$ cat src/rtl/rx_miss_pkg.sv
package rx_miss_pkg;

    localparam int CNT_W   = 16;
    localparam int REG_W   = 32;
    localparam int ADDR_W  = 2;
    localparam logic [CNT_W-1:0] CNT_RESET = 16'h7FFF;

    localparam logic [ADDR_W-1:0] ADDR_TALLY  = 2'd0;
    localparam logic [ADDR_W-1:0] ADDR_STATUS = 2'd1;
    localparam logic [ADDR_W-1:0] ADDR_ENABLE = 2'd2;

    typedef struct packed {
        logic align;
        logic crc;
        logic fifo_ovf;
        logic rx_off;
        logic addr_rej;
    } rx_err_t;

    typedef struct packed {
        logic              rd_tally;
        logic              wr_tally;
        logic              wr_status;
        logic              wr_enable;
        logic [REG_W-1:0]  wdata;
    } sw_req_t;

    // A frame counts when any lost/damaged cause is present and the address filter did not reject it.
    function automatic logic frame_counts(input rx_err_t f);
        return (f.align | f.crc | f.fifo_ovf | f.rx_off) & ~f.addr_rej;
    endfunction

    function automatic logic [REG_W-1:0] widen(input logic [CNT_W-1:0] v);
        return {{(REG_W-CNT_W){1'b0}}, v};
    endfunction

endpackage

$ cat src/rtl/rx_miss_event.sv
module rx_miss_event
    import rx_miss_pkg::*;
(
    input  logic    eof_valid,
    input  rx_err_t flags,
    output logic    inc
);
    always_comb begin
        inc = eof_valid & frame_counts(flags);
    end
endmodule

$ cat src/rtl/rx_miss_tally.sv
module rx_miss_tally #(
    parameter int                 W       = 16,
    parameter logic [W-1:0]       RST_VAL = '0
) (
    input  logic         clk,
    input  logic         rst,
    input  logic         inc,
    input  logic         clr,
    input  logic         load,
    input  logic [W-1:0] load_val,
    output logic [W-1:0] count,
    output logic         wrap
);
    localparam logic [W-1:0] TOP = {W{1'b1}};

    always_comb begin
        wrap = inc & ~clr & ~load & (count == TOP);
    end

    always_ff @(posedge clk) begin
        if (rst)       count <= RST_VAL;
        else if (clr)  count <= '0;
        else if (load) count <= load_val;
        else if (inc)  count <= count + 1'b1;
    end

    assert_clear_R2: assert property (@(posedge clk) disable iff (rst)
        clr |=> (count == '0));
    assert_load_R3: assert property (@(posedge clk) disable iff (rst)
        (load && !clr) |=> (count == $past(load_val)));
    assert_step_R4: assert property (@(posedge clk) disable iff (rst)
        (inc && !clr && !load) |=> (count == $past(count) + 1'b1));
    assert_idle_R6: assert property (@(posedge clk) disable iff (rst)
        (!inc && !clr && !load) |=> $stable(count));
    assert_wrap_zero_R8: assert property (@(posedge clk) disable iff (rst)
        wrap |=> (count == '0));
endmodule

$ cat src/rtl/rx_miss_status.sv
module rx_miss_status (
    input  logic clk,
    input  logic rst,
    input  logic set_ovf,
    input  logic clr_ovf,
    input  logic en_wr,
    input  logic en_val,
    output logic sticky,
    output logic en,
    output logic irq
);
    logic sticky_n;
    logic en_n;

    always_comb begin
        sticky_n = set_ovf ? 1'b1 : (clr_ovf ? 1'b0 : sticky);
        en_n     = en_wr ? en_val : en;
    end

    always_ff @(posedge clk) begin
        if (rst) begin
            sticky <= 1'b0;
            en     <= 1'b0;
            irq    <= 1'b0;
        end else begin
            sticky <= sticky_n;
            en     <= en_n;
            irq    <= sticky_n & en_n;
        end
    end

    assert_sticky_set_R8: assert property (@(posedge clk) disable iff (rst)
        set_ovf |=> sticky);
    assert_sticky_hold_R10: assert property (@(posedge clk) disable iff (rst)
        (!set_ovf && !clr_ovf) |=> $stable(sticky));
    assert_irq_level_R11: assert property (@(posedge clk) disable iff (rst)
        irq == (sticky && en));
endmodule

$ cat src/rtl/rx_miss_counter.sv
module rx_miss_counter
    import rx_miss_pkg::*;
(
    input  logic              clk,
    input  logic              rst,
    input  logic              eof_valid,
    input  logic              err_align,
    input  logic              err_crc,
    input  logic              err_fifo_ovf,
    input  logic              err_rx_off,
    input  logic              addr_reject,
    input  logic [ADDR_W-1:0] reg_addr,
    input  logic              reg_rd,
    input  logic              reg_wr,
    input  logic [REG_W-1:0]  reg_wdata,
    output logic [REG_W-1:0]  reg_rdata,
    output logic              irq
);
    rx_err_t          flags;
    sw_req_t          req;
    logic             inc;
    logic             wrap;
    logic             sticky;
    logic             en;
    logic [CNT_W-1:0] count;

    always_comb begin
        flags.align    = err_align;
        flags.crc      = err_crc;
        flags.fifo_ovf = err_fifo_ovf;
        flags.rx_off   = err_rx_off;
        flags.addr_rej = addr_reject;

        req.rd_tally  = reg_rd & (reg_addr == ADDR_TALLY);
        req.wr_tally  = reg_wr & (reg_addr == ADDR_TALLY);
        req.wr_status = reg_wr & (reg_addr == ADDR_STATUS);
        req.wr_enable = reg_wr & (reg_addr == ADDR_ENABLE);
        req.wdata     = reg_wdata;
    end

    rx_miss_event u_event (
        .eof_valid (eof_valid),
        .flags     (flags),
        .inc       (inc)
    );

    rx_miss_tally #(.W(CNT_W), .RST_VAL(CNT_RESET)) u_tally (
        .clk      (clk),
        .rst      (rst),
        .inc      (inc),
        .clr      (req.rd_tally),
        .load     (req.wr_tally),
        .load_val (req.wdata[CNT_W-1:0]),
        .count    (count),
        .wrap     (wrap)
    );

    rx_miss_status u_status (
        .clk     (clk),
        .rst     (rst),
        .set_ovf (wrap),
        .clr_ovf (req.wr_status & req.wdata[0]),
        .en_wr   (req.wr_enable),
        .en_val  (req.wdata[0]),
        .sticky  (sticky),
        .en      (en),
        .irq     (irq)
    );

    always_comb begin
        unique case (reg_addr)
            ADDR_TALLY:  reg_rdata = widen(count);
            ADDR_STATUS: reg_rdata = {{(REG_W-1){1'b0}}, sticky};
            ADDR_ENABLE: reg_rdata = {{(REG_W-1){1'b0}}, en};
            default:     reg_rdata = '0;
        endcase
    end

    assert_upper_zero_R2: assert property (@(posedge clk) disable iff (rst)
        reg_rdata[REG_W-1:CNT_W] == '0);
endmodule

$ cat config.mk
export PLATFORM = sky130hd
export DESIGN_NAME = rx_miss_counter
export DESIGN_NICKNAME = d
export VERILOG_FILES = /design/src/rtl/rx_miss_pkg.sv /design/src/rtl/rx_miss_event.sv /design/src/rtl/rx_miss_tally.sv /design/src/rtl/rx_miss_status.sv /design/src/rtl/rx_miss_counter.sv
export SDC_FILE = /design/constraint.sdc
export NUM_CORES = 1
export LEC_CHECK = 0
export ABC_AREA = 0
export BUFFER_PORTS_ARGS = -buffer_cell sky130_fd_sc_hd__buf_2
export CORE_UTILIZATION = 48
export CTS_CLUSTER_DIAMETER = 100
export DETAILED_ROUTE_END_ITERATION = 7
export PLACE_DENSITY = 0.83
export SYNTH_ARGS = -nofsm -noshare
export SYNTH_HDL_FRONTEND = slang
export SYNTH_SLANG_ARGS = --single-unit
$ cat constraint.sdc
create_clock -name clk -period 2.55 [get_ports clk]
set_input_delay 0.1275 -clock clk [delete_from_list [all_inputs] [get_ports clk]]
set_output_delay 0.1275 -clock clk [all_outputs]
set_load 0.02 [all_outputs]
Word-level counts from Yosys, hierarchy flattened
Cells that the tools add are included.
{"block": "classes", "addsub": 1, "eq_ne": 3, "muxes": 7, "bitwise_logic": 17, "n_reduce_logical": 4}
{"operator": "16-bit one-hot mux with 3 select lines", "n": 1}
{"operator": "16-bit 2-to-1 mux", "n": 2}
{"operator": "16-bit by 1-bit adder with 16-bit output, second input constant", "n": 1}
{"operator": "16-bit == test, second input constant", "n": 1}
{"operator": "15-bit 2-to-1 mux", "n": 1}
{"operator": "1-bit AND", "n": 11}
{"operator": "1-bit 2-to-1 mux", "n": 3}
{"operator": "1-bit NOT", "n": 3}
{"operator": "1-bit OR", "n": 3}
{"operator": "3-bit nonzero test", "n": 1}
{"operator": "2-bit by 1-bit == test with 1-bit output, second input constant", "n": 1}
{"operator": "2-bit == test, second input constant", "n": 1}
{"operator": "2-bit zero test", "n": 1}
{"operator": "2-bit nonzero test", "n": 1}
{"operator": "2-bit OR reduction", "n": 1}
{"block": "word_totals", "reg_bits": 19, "in_bits": 44, "output_inout_bits": 33, "wordCells": 37}

Depth between registers and ports, before layout
Gate-level depths: netlist of run 1.
{"block": "logic_depth", "word_depth": 10, "depth_mapped": 7, "mapped_depth_nobuf": 6}

Cells and area by module
Synthesis of run 1 repeated with hierarchy kept, for this count alone.
{"block": "unflattened", "cells_unflattened": 177, "hier_area_um2": 1472.7}
{"mod": "rx_miss_tally", "n_inst": 1, "cells_per_inst": 125, "area_each_um2": 1037.2, "seq_area_each_um2": 320.3}
{"mod": "rx_miss_counter", "n_inst": 1, "cells_per_inst": 41, "area_each_um2": 320.3, "seq_area_each_um2": 0.0}
{"mod": "rx_miss_status", "n_inst": 1, "cells_per_inst": 9, "area_each_um2": 101.3, "seq_area_each_um2": 60.1}
{"mod": "rx_miss_event", "n_inst": 1, "cells_per_inst": 2, "area_each_um2": 13.8, "seq_area_each_um2": 0.0}

Worst setup path after synthesis of run 1
OpenSTA, ideal clock, no wires.
{"block": "synth_timing", "path_type": "reg-to-reg", "startpoint": "register u_tally.count[0]", "endpoint": "register u_tally.count[10]", "setup_ps": 124, "arrival_ps": 1539, "t_required_ps": 2426, "path_slack_ps": 887, "stages_incl_launch_ff": 7, "path_buffers": 0, "synth_period_minus_slack_ps": 1663, "path_cell_list": "dfxtp_1 ha_1 nand3_1 or3_1 and2_1 o32ai_1 nand2_1"}
{"block": "synth_via", "elab_chain_cells": 4}
{"element": "start, declared", "line_no": "rx_miss_tally.sv:11", "rtl": "output logic [W-1:0] count,"}
{"element": "start signal, assigned", "line_no": "rx_miss_tally.sv:23", "rtl": "else if (load) count <= load_val;"}
{"element": "start signal, assigned", "line_no": "rx_miss_tally.sv:24", "rtl": "else if (inc) count <= count + 1'b1;"}
{"element": "16-bit by 1-bit adder with 16-bit output", "line_no": "rx_miss_tally.sv:24"}
{"element": "16-bit 2-to-1 mux", "line_no": "rx_miss_tally.sv:24"}
{"element": "16-bit 2-to-1 mux", "line_no": "rx_miss_tally.sv:23"}
{"element": "15-bit 2-to-1 mux", "line_no": "rx_miss_tally.sv:22", "rtl": "else if (clr) count <= '0;"}
Every way passes these cells. The select of a mux whose other input is x is not followed.
A chain may end at the register's enable or synchronous reset.

Worst setup path in the final report of run 1
Same ends and word-level chain as after synthesis.

==> results of run 1 <==
==> logic make-up (layout without fill, tap and decap cells) <==
logic type / Yosys count / after routing
xor+xnor: 12 / 12
compound gates: 44 / 44
other cells: 1 / 16
flops: 19 / 19
mux: 2 / 2
buf+inv: 27 / 52
simple gates: 81 / 81
fa+ha+maj: 1 / 1
==> critical path: cells and delay by family, from the launching register on <==
family | cells | cell delay, ns
compound gates | 1 | 0.25
fa+ha+maj | 1 | 0.20
flops | 1 | 0.44
simple gates | 4 | 0.95
==> through the flow <==
| stage | area [sq um] | instances |
|---|---|---|
| 3_3_place_gp | 1584 | 254 |
| 3_5_place_dp | 1584 | 254 |
| 4_1_cts | 1610 | 258 |
| 6_report | 1610 | 258 |
| 2_1_floorplan | 1481 | 202 |
| 5_1_grt | 1610 | 258 |
==> per-layer routing <==
| metal | vias to the layer above | global-route usage [%] | routed length (um) | part of all wire [%] |
|---|---|---|---|---|
| li1 | 702 | - | - | - |
| met1 | 618 | 27.98 | 1456 | 47 |
| met2 | 50 | 31.93 | 1450 | 46 |
| met3 | 5 | 2.535 | 177 | 5.7 |
| met4 | 0 | 6.620 | 44 | 1.4 |
| met5 | - | 0 | 0 | 0 |
==> synthesized netlist by cell type (3+ instances only) <==
master	instances
and2_1	15
a21oi_1	19
o21ai_1	4
dfxtp_1	19
nor2b_1	3
o21ai_0	8
o32ai_1	3
xor2_1	4
xnor2_1	8
nand3_1	9
nor3_1	8
nor2_1	6
nand2_1	21
buf_4	18
clkbuf_1	3
==> placed cells by master (no fill, tap or decap), types with 8 or more instances in the layout <==
cell | Yosys | final
conb_1 | 1 | 16
o21ai_0 | 8 | 8
nor3_1 | 8 | 8
and2_1 | 15 | 15
a21oi_1 | 19 | 19
nand3_1 | 9 | 9
xnor2_1 | 8 | 8
buf_2 | 2 | 44
nand2_1 | 21 | 21
dfxtp_1 | 19 | 19
==> final timing paths <==
kind | start | to | slack [ns] | cells past startpoint
max reg2reg | u_tally.count[0] | u_tally.count[10] | 0.60 | 6
min | reg_wdata[6] | u_tally.count[6] | 0.03 | 3
min reg2reg | u_status.en | u_status.en | 0.48 | 2
max | u_tally.count[0] | u_tally.count[10] | 0.60 | 6
==> flip-flops by register name (all words and copies together) (netlist names) <==
register and count:
u_status.en 1, u_status.sticky 1, u_status.irq 1, u_tally.count 16
==> report_power, final <==
part	total [mW]	internal [mW]	leakage [nW]	switching [mW]
Sequential	0.366	0.327	0.157	0.0387
Combinational	0.276	0.114	0.549	0.162
Clock	0.156	0.0609	0.0150	0.0955
Total	0.799	0.502	0.721	0.296
==> cell type report <==
cell class              count  area, sq um  area share [%]
inverters                   2        7.507          0.4662
clock buffers               4        26.28           1.632
repair buffers             46        235.2           14.61
flip-flops and latches     19        380.4           23.62
multi-input cells         156        922.1           57.27
well taps                  31        38.79           2.409
==> results.md, run 1 <==
- Total GRT Usage: approximately 20%
- Final hold vios: 0
- Mux contribution to synthesized area: under 10%
- Clock sink total: 19
- Post-CTS setup buffer count: 0
- FF+latch count, synth: 19
- Max-cap violations: 0
- Worst Path Class, Setup: reg -> reg
- Synth-to-Final Area Change: 12.99%
- FMAX: 513.1 MHz
- HPWL Detailed: 2339 um
- Yosys warns: 0
- Routed Antenna Nets: 0
- I/O Pins: 77
- First-pass GRT wire length: between 5000 and 6000 um
- Startpoint Class: register
- Worst min path class: in -> reg
- Count of cell types in the netlist: 45
- Final Setup Violations: 0
- First drt pass iteration count: 4
- H-tree Lvls: 1
- Mapped cell area: 1425 sq um
- Diode count: 0
- Crit-path cells: ha_1, nand3_1, or3_1, and2_1, o32ai_1, nand2_1
- Vias post-DR: approximately 1400
- Post-synth EDFFs: 0
- GR Overflow Total: 0
- Top FF cell, synth: dfxtp_1
- Worst setup margin: 0.6012 ns
- 1st-iter DRT viols: 34
- Antenna violations before repair: 0
- Fillers: approximately 280
- DR WL/cell: between 10 and 15 um
- Worst slack, placed: 0.6750 ns
- Power per cell area: 495.9 nW/um^2
- Crit path DAT: 2.14 ns
- DRC: 0
- Final critical-path share of the clock period: around 76%
- Die span in y: about 56 um
- Synth Area in Simple Gates: around a third
- Fin nets: around 270
- XOR/XNOR Fraction of Synth Area: around 7.4%
- Final hold slack: about 0.028 ns
- Starting density of the core: approximately 50%
- LEAKAGE: 0.7215 nW
- Final wirelength: between 3000 and 4000 um
- Core area: 2781 sq um
- Largest net degree at the start of global routing: 20
- Row Count: 19
- Critical-path top delay cell: or3_1
- Layout cells sized above 1: 24.23%
- CP Capture Type: register
- Worst EP required: 2.74 ns
- Vias in the first global route: ~1200
- CTS Buf Count: 3
- Slowest cell delay on critical path: about 0.49 ns
- Maximum vdd ir drop: between 200 and 300 uV
- Ranking of synthesized cells by area: dfxtp_1 (27%), buf_4 (9.5%), a21oi_1 (6.7%)
- Clock skew: roughly 0.0013 ns
- Die area: between 3000 and 4000 sq um
- Total Power: 798.5 uW
- Synth Instances: roughly 190
- Die span in x: 56.49 um
- CTS root buffer: clkbuf_4
- Async set-reset flop share out of synthesis: 0%
- Maximum root-to-sink buffer count: 2
- Share of the synthesized area in the top cell type: between 20% and 30%
- Compound-cell area share of the yosys netlist: between 10% and 20%
- CP Max Fanout: 5
- Hold_buf cts: 0
- Final core utilization: between 50% and 60%
- Sequential share of the synthesized area: roughly a quarter
- Max-slew violation count: 0
- Post-Synth Adder-Cell Area: less than 1%
- Clock latency on the worst-skew pair: ~0.3 ns
- Outcome: finished clean
- CTS resizes: 0
- Synth area leader: dfxtp_1
- Reg clk slew, reported paths: ~0.11 ns
- TritonCTS clock tree: done
- Main combinational cell family by area after synthesis: simple AND/OR/NAND/NOR gates
- Syn Area/Cell: about 7.6 sq um
- RSZ-0062 raised after global routing: false
- RD Place Congestion: about 0.86
- Setup TNS: 0 ns
- Vias per inst: 5.329
- Period minus WS final: ~1.9 ns
- Number of port buffers: 44
(Power assumes the default switching activity.)
==> inputs of run 2 (changes only) <==
ABC_AREA = 1   (was 0)
CORE_UTILIZATION = 46   (was 48)
PLACE_DENSITY = 0.78   (was 0.83)
clock period = 1.9 ns   (was 2.55 ns; I/O delays follow)
==> run 2 against run 1 <==
Against the previous run:
- non-clock buffer count unchanged
- critical endpoint unchanged
- synthesized cell count up 35%
- largest power group unchanged
- critical path type unchanged
- clock power up 38%
- sequential power up 31%
- hold slack better by 0.0044 ns
- die area up 13%
==> results.md, run 2 <==
- Outcome: finished clean
- Final Instance Area: 1784 sq um
- Routed Antenna Nets: 0
- Power per cell area: between 600 and 700 nW/um^2
- Share of the synthesized area in the top cell type: about a quarter
- Mapped cell area: roughly 1600 sq um
- Crit path DAT: between 1.5 and 2 ns
- FMAX: around 670 MHz
- Period minus WS final: ~1.5 ns
- Max-cap violations: 0
- DP Area: 1748 sq um
- GR Overflow Total: 0
- Synth area leader: dfxtp_1
- Core area: around 3100 sq um
- Synth Instances: between 200 and 300
- CP Max Fanout: 5
- Biggest register: u_tally.count
- Layout cells sized above 1: between 20% and 30%
- TritonCTS clock tree: done
- CP Capture Type: register
- Largest net degree at the start of global routing: 28
- Slew HR: between 60% and 70%
- First drt pass iteration count: 4
- Largest register FFs: 16
- Syn Area/Cell: 6.137 sq um
- First-pass GRT wire length: approximately 6000 um
- 1st-iter DRT viols: between 50 and 60
- Worst min path class: in -> reg
- Most frequent cells in the layout: nand2_1 (55), buf_2 (44), nor2_1 (40)
- Layout Cells excl Fill: roughly 340
- Final critical-path share of the clock period: between 70% and 80%
- Maximum vdd ir drop: 300.2 uV
- Clock sink total: 19
- Final hold slack: about 0.033 ns
- Vias in the first global route: approximately 1400
- Final wirelength: about 3700 um
- Antenna violations before repair: 0
- Starting density of the core: 49.64%
- Worst Path Class, Setup: reg -> reg
- HPWL Detailed: 2758 um
- Yosys warns: 0
- FF+latch count, synth: 19
- Maximum root-to-sink buffer count: 2
- Row Count: 20
- RD Place Congestion: ~0.89
- Setup TNS: 0 ns
- Fin nets: about 340
- I/O Pins: between 70 and 80
- CTS Buf Count: 3
- Cell with the most instances after synthesis: nand2_1
- Die area: 3612 sq um
- Diode count: 0
- Final Setup Violations: 0
- DP Cell Count: between 300 and 400
- Die span in x: roughly 60 um
- Die span in y: approximately 60 um
- Count of cell types in the netlist: 32
- H-tree Lvls: 1
- Clock latency on the worst-skew pair: about 0.30 ns
- Vias per inst: around 4.8
- CTS root buffer: clkbuf_4
- Final hold vios: 0
- LEAKAGE: around 1.1 nW
- Clock skew: 0.001544 ns
- Synth-to-Final Area Change: 14.91%
- Ranking of synthesized cells by area: dfxtp_1 (24%), nand2_1 (13%), nor2_1 (9.7%)
- Total GRT Usage: 21.79%
- Max-slew violation count: 0
- RSZ-0062 raised after global routing: false
- Sequential share of the synthesized area: 24.50%
- Most common cell after layout, fill and taps aside: nand2_1
- Async set-reset flop share out of synthesis: 0%
- Worst EP required: 2.11 ns
- Startpoint Class: register
- DR WL/cell: between 10 and 15 um
- DRC: 0
- Top post-synthesis cells by count: nand2_1 (55), nor2_1 (40), inv_1 (30), nand3_1 (25), dfxtp_1 (19)
- Vias post-DR: 1644
- Top FF cell, synth: dfxtp_1
- Number of port buffers: 44
- Reg clk slew, reported paths: 0.11 ns
- Post-synth EDFFs: 0
- Worst slew pin tran: between 0.5 and 0.6 ns
run 2: changes by cell type after synthesis, sizes merged, moves of 4 or more:
cell / change
inv: +32
nor2: +39
xnor2: -7
nand2: +39
o21ai: +4
and2: -16
buf: -4
a21oi: -14
nand3: +18
nor3: -5
o211ai: +6
run 2: logic make-up after synthesis:
| family | share of synthesized area [%] |
|---|---|
| other cells | 0.2415 |
| compound gates | 12.01 |
| buf+inv | 17.49 |
| simple gates | 42.14 |
| xor+xnor | 2.820 |
| flops | 24.50 |
| fa+ha+maj | 0.8057 |
run 2: layer usage:
layer / GRT usage, % / routed length (um) / vias up
met5: 0 / 0 / -
met4: 6.645 / 19 / 0
met3: 3.030 / 187 / 2
met2: 35.64 / 1693 / 64
met1: 29.36 / 1762 / 715
li1: - / - / 863
run 2: cell type report:
class | count | area (sq um)
Sequential cell | 19 | 380.4
Clock buffer | 4 | 26.28
Inverter | 34 | 127.6
Fill cell | 329 | 1344
Multi-Input combinational cell | 195 | 957.2
Tap cell | 44 | 55.05
Timing Repair Buffer | 46 | 237.7
run 2: per-stage QoR:
step                      power, mW  worst slack [ns]  util [%]
after floorplan              0.8631            0.5700         -
after global placement       0.9480            0.4374     55.88
after detailed placement     0.9561            0.4127     55.88
after CTS                     1.170            0.3977     57.04
after global routing          1.257            0.1954     57.04
final                         1.167            0.4025     57.04
run 2: where the power goes:
group	switching, mW	total, mW	internal, mW
Combinational	0.309	0.470	0.161
Clock	0.134	0.216	0.0818
Sequential	0.0446	0.481	0.436
Total	0.488	1.17	0.679
run 2: final timing paths:
kind | startpoint | endpoint | slack, ns | depth (start not counted)
max | u_tally.count[1] | u_tally.count[10] | 0.40 | 10
min | reg_wdata[8] | u_tally.count[8] | 0.03 | 3
max reg2reg | u_tally.count[1] | u_tally.count[10] | 0.40 | 10
min reg2reg | u_status.en | u_status.en | 0.48 | 2
run 2: timing repair:
item	4_1_cts	5_1_grt
gates resized for setup	0	0
buffers inserted	0	0
endpoints found under the setup margin	0	0
hold buffers	1	0
hold endpoints to repair	1	0
run 2: worst max-delay path, stage by stage, from the launching register on:
cell,delay (ns)
dfxtp_1,0.41
ha_1,0.23
nand2_2,0.08
nor2_2,0.22
nand2_2,0.13
nor2_2,0.09
nand2_1,0.05
nand2_1,0.06
nand2_1,0.04
nand2_1,0.06
nand2_1,0.04
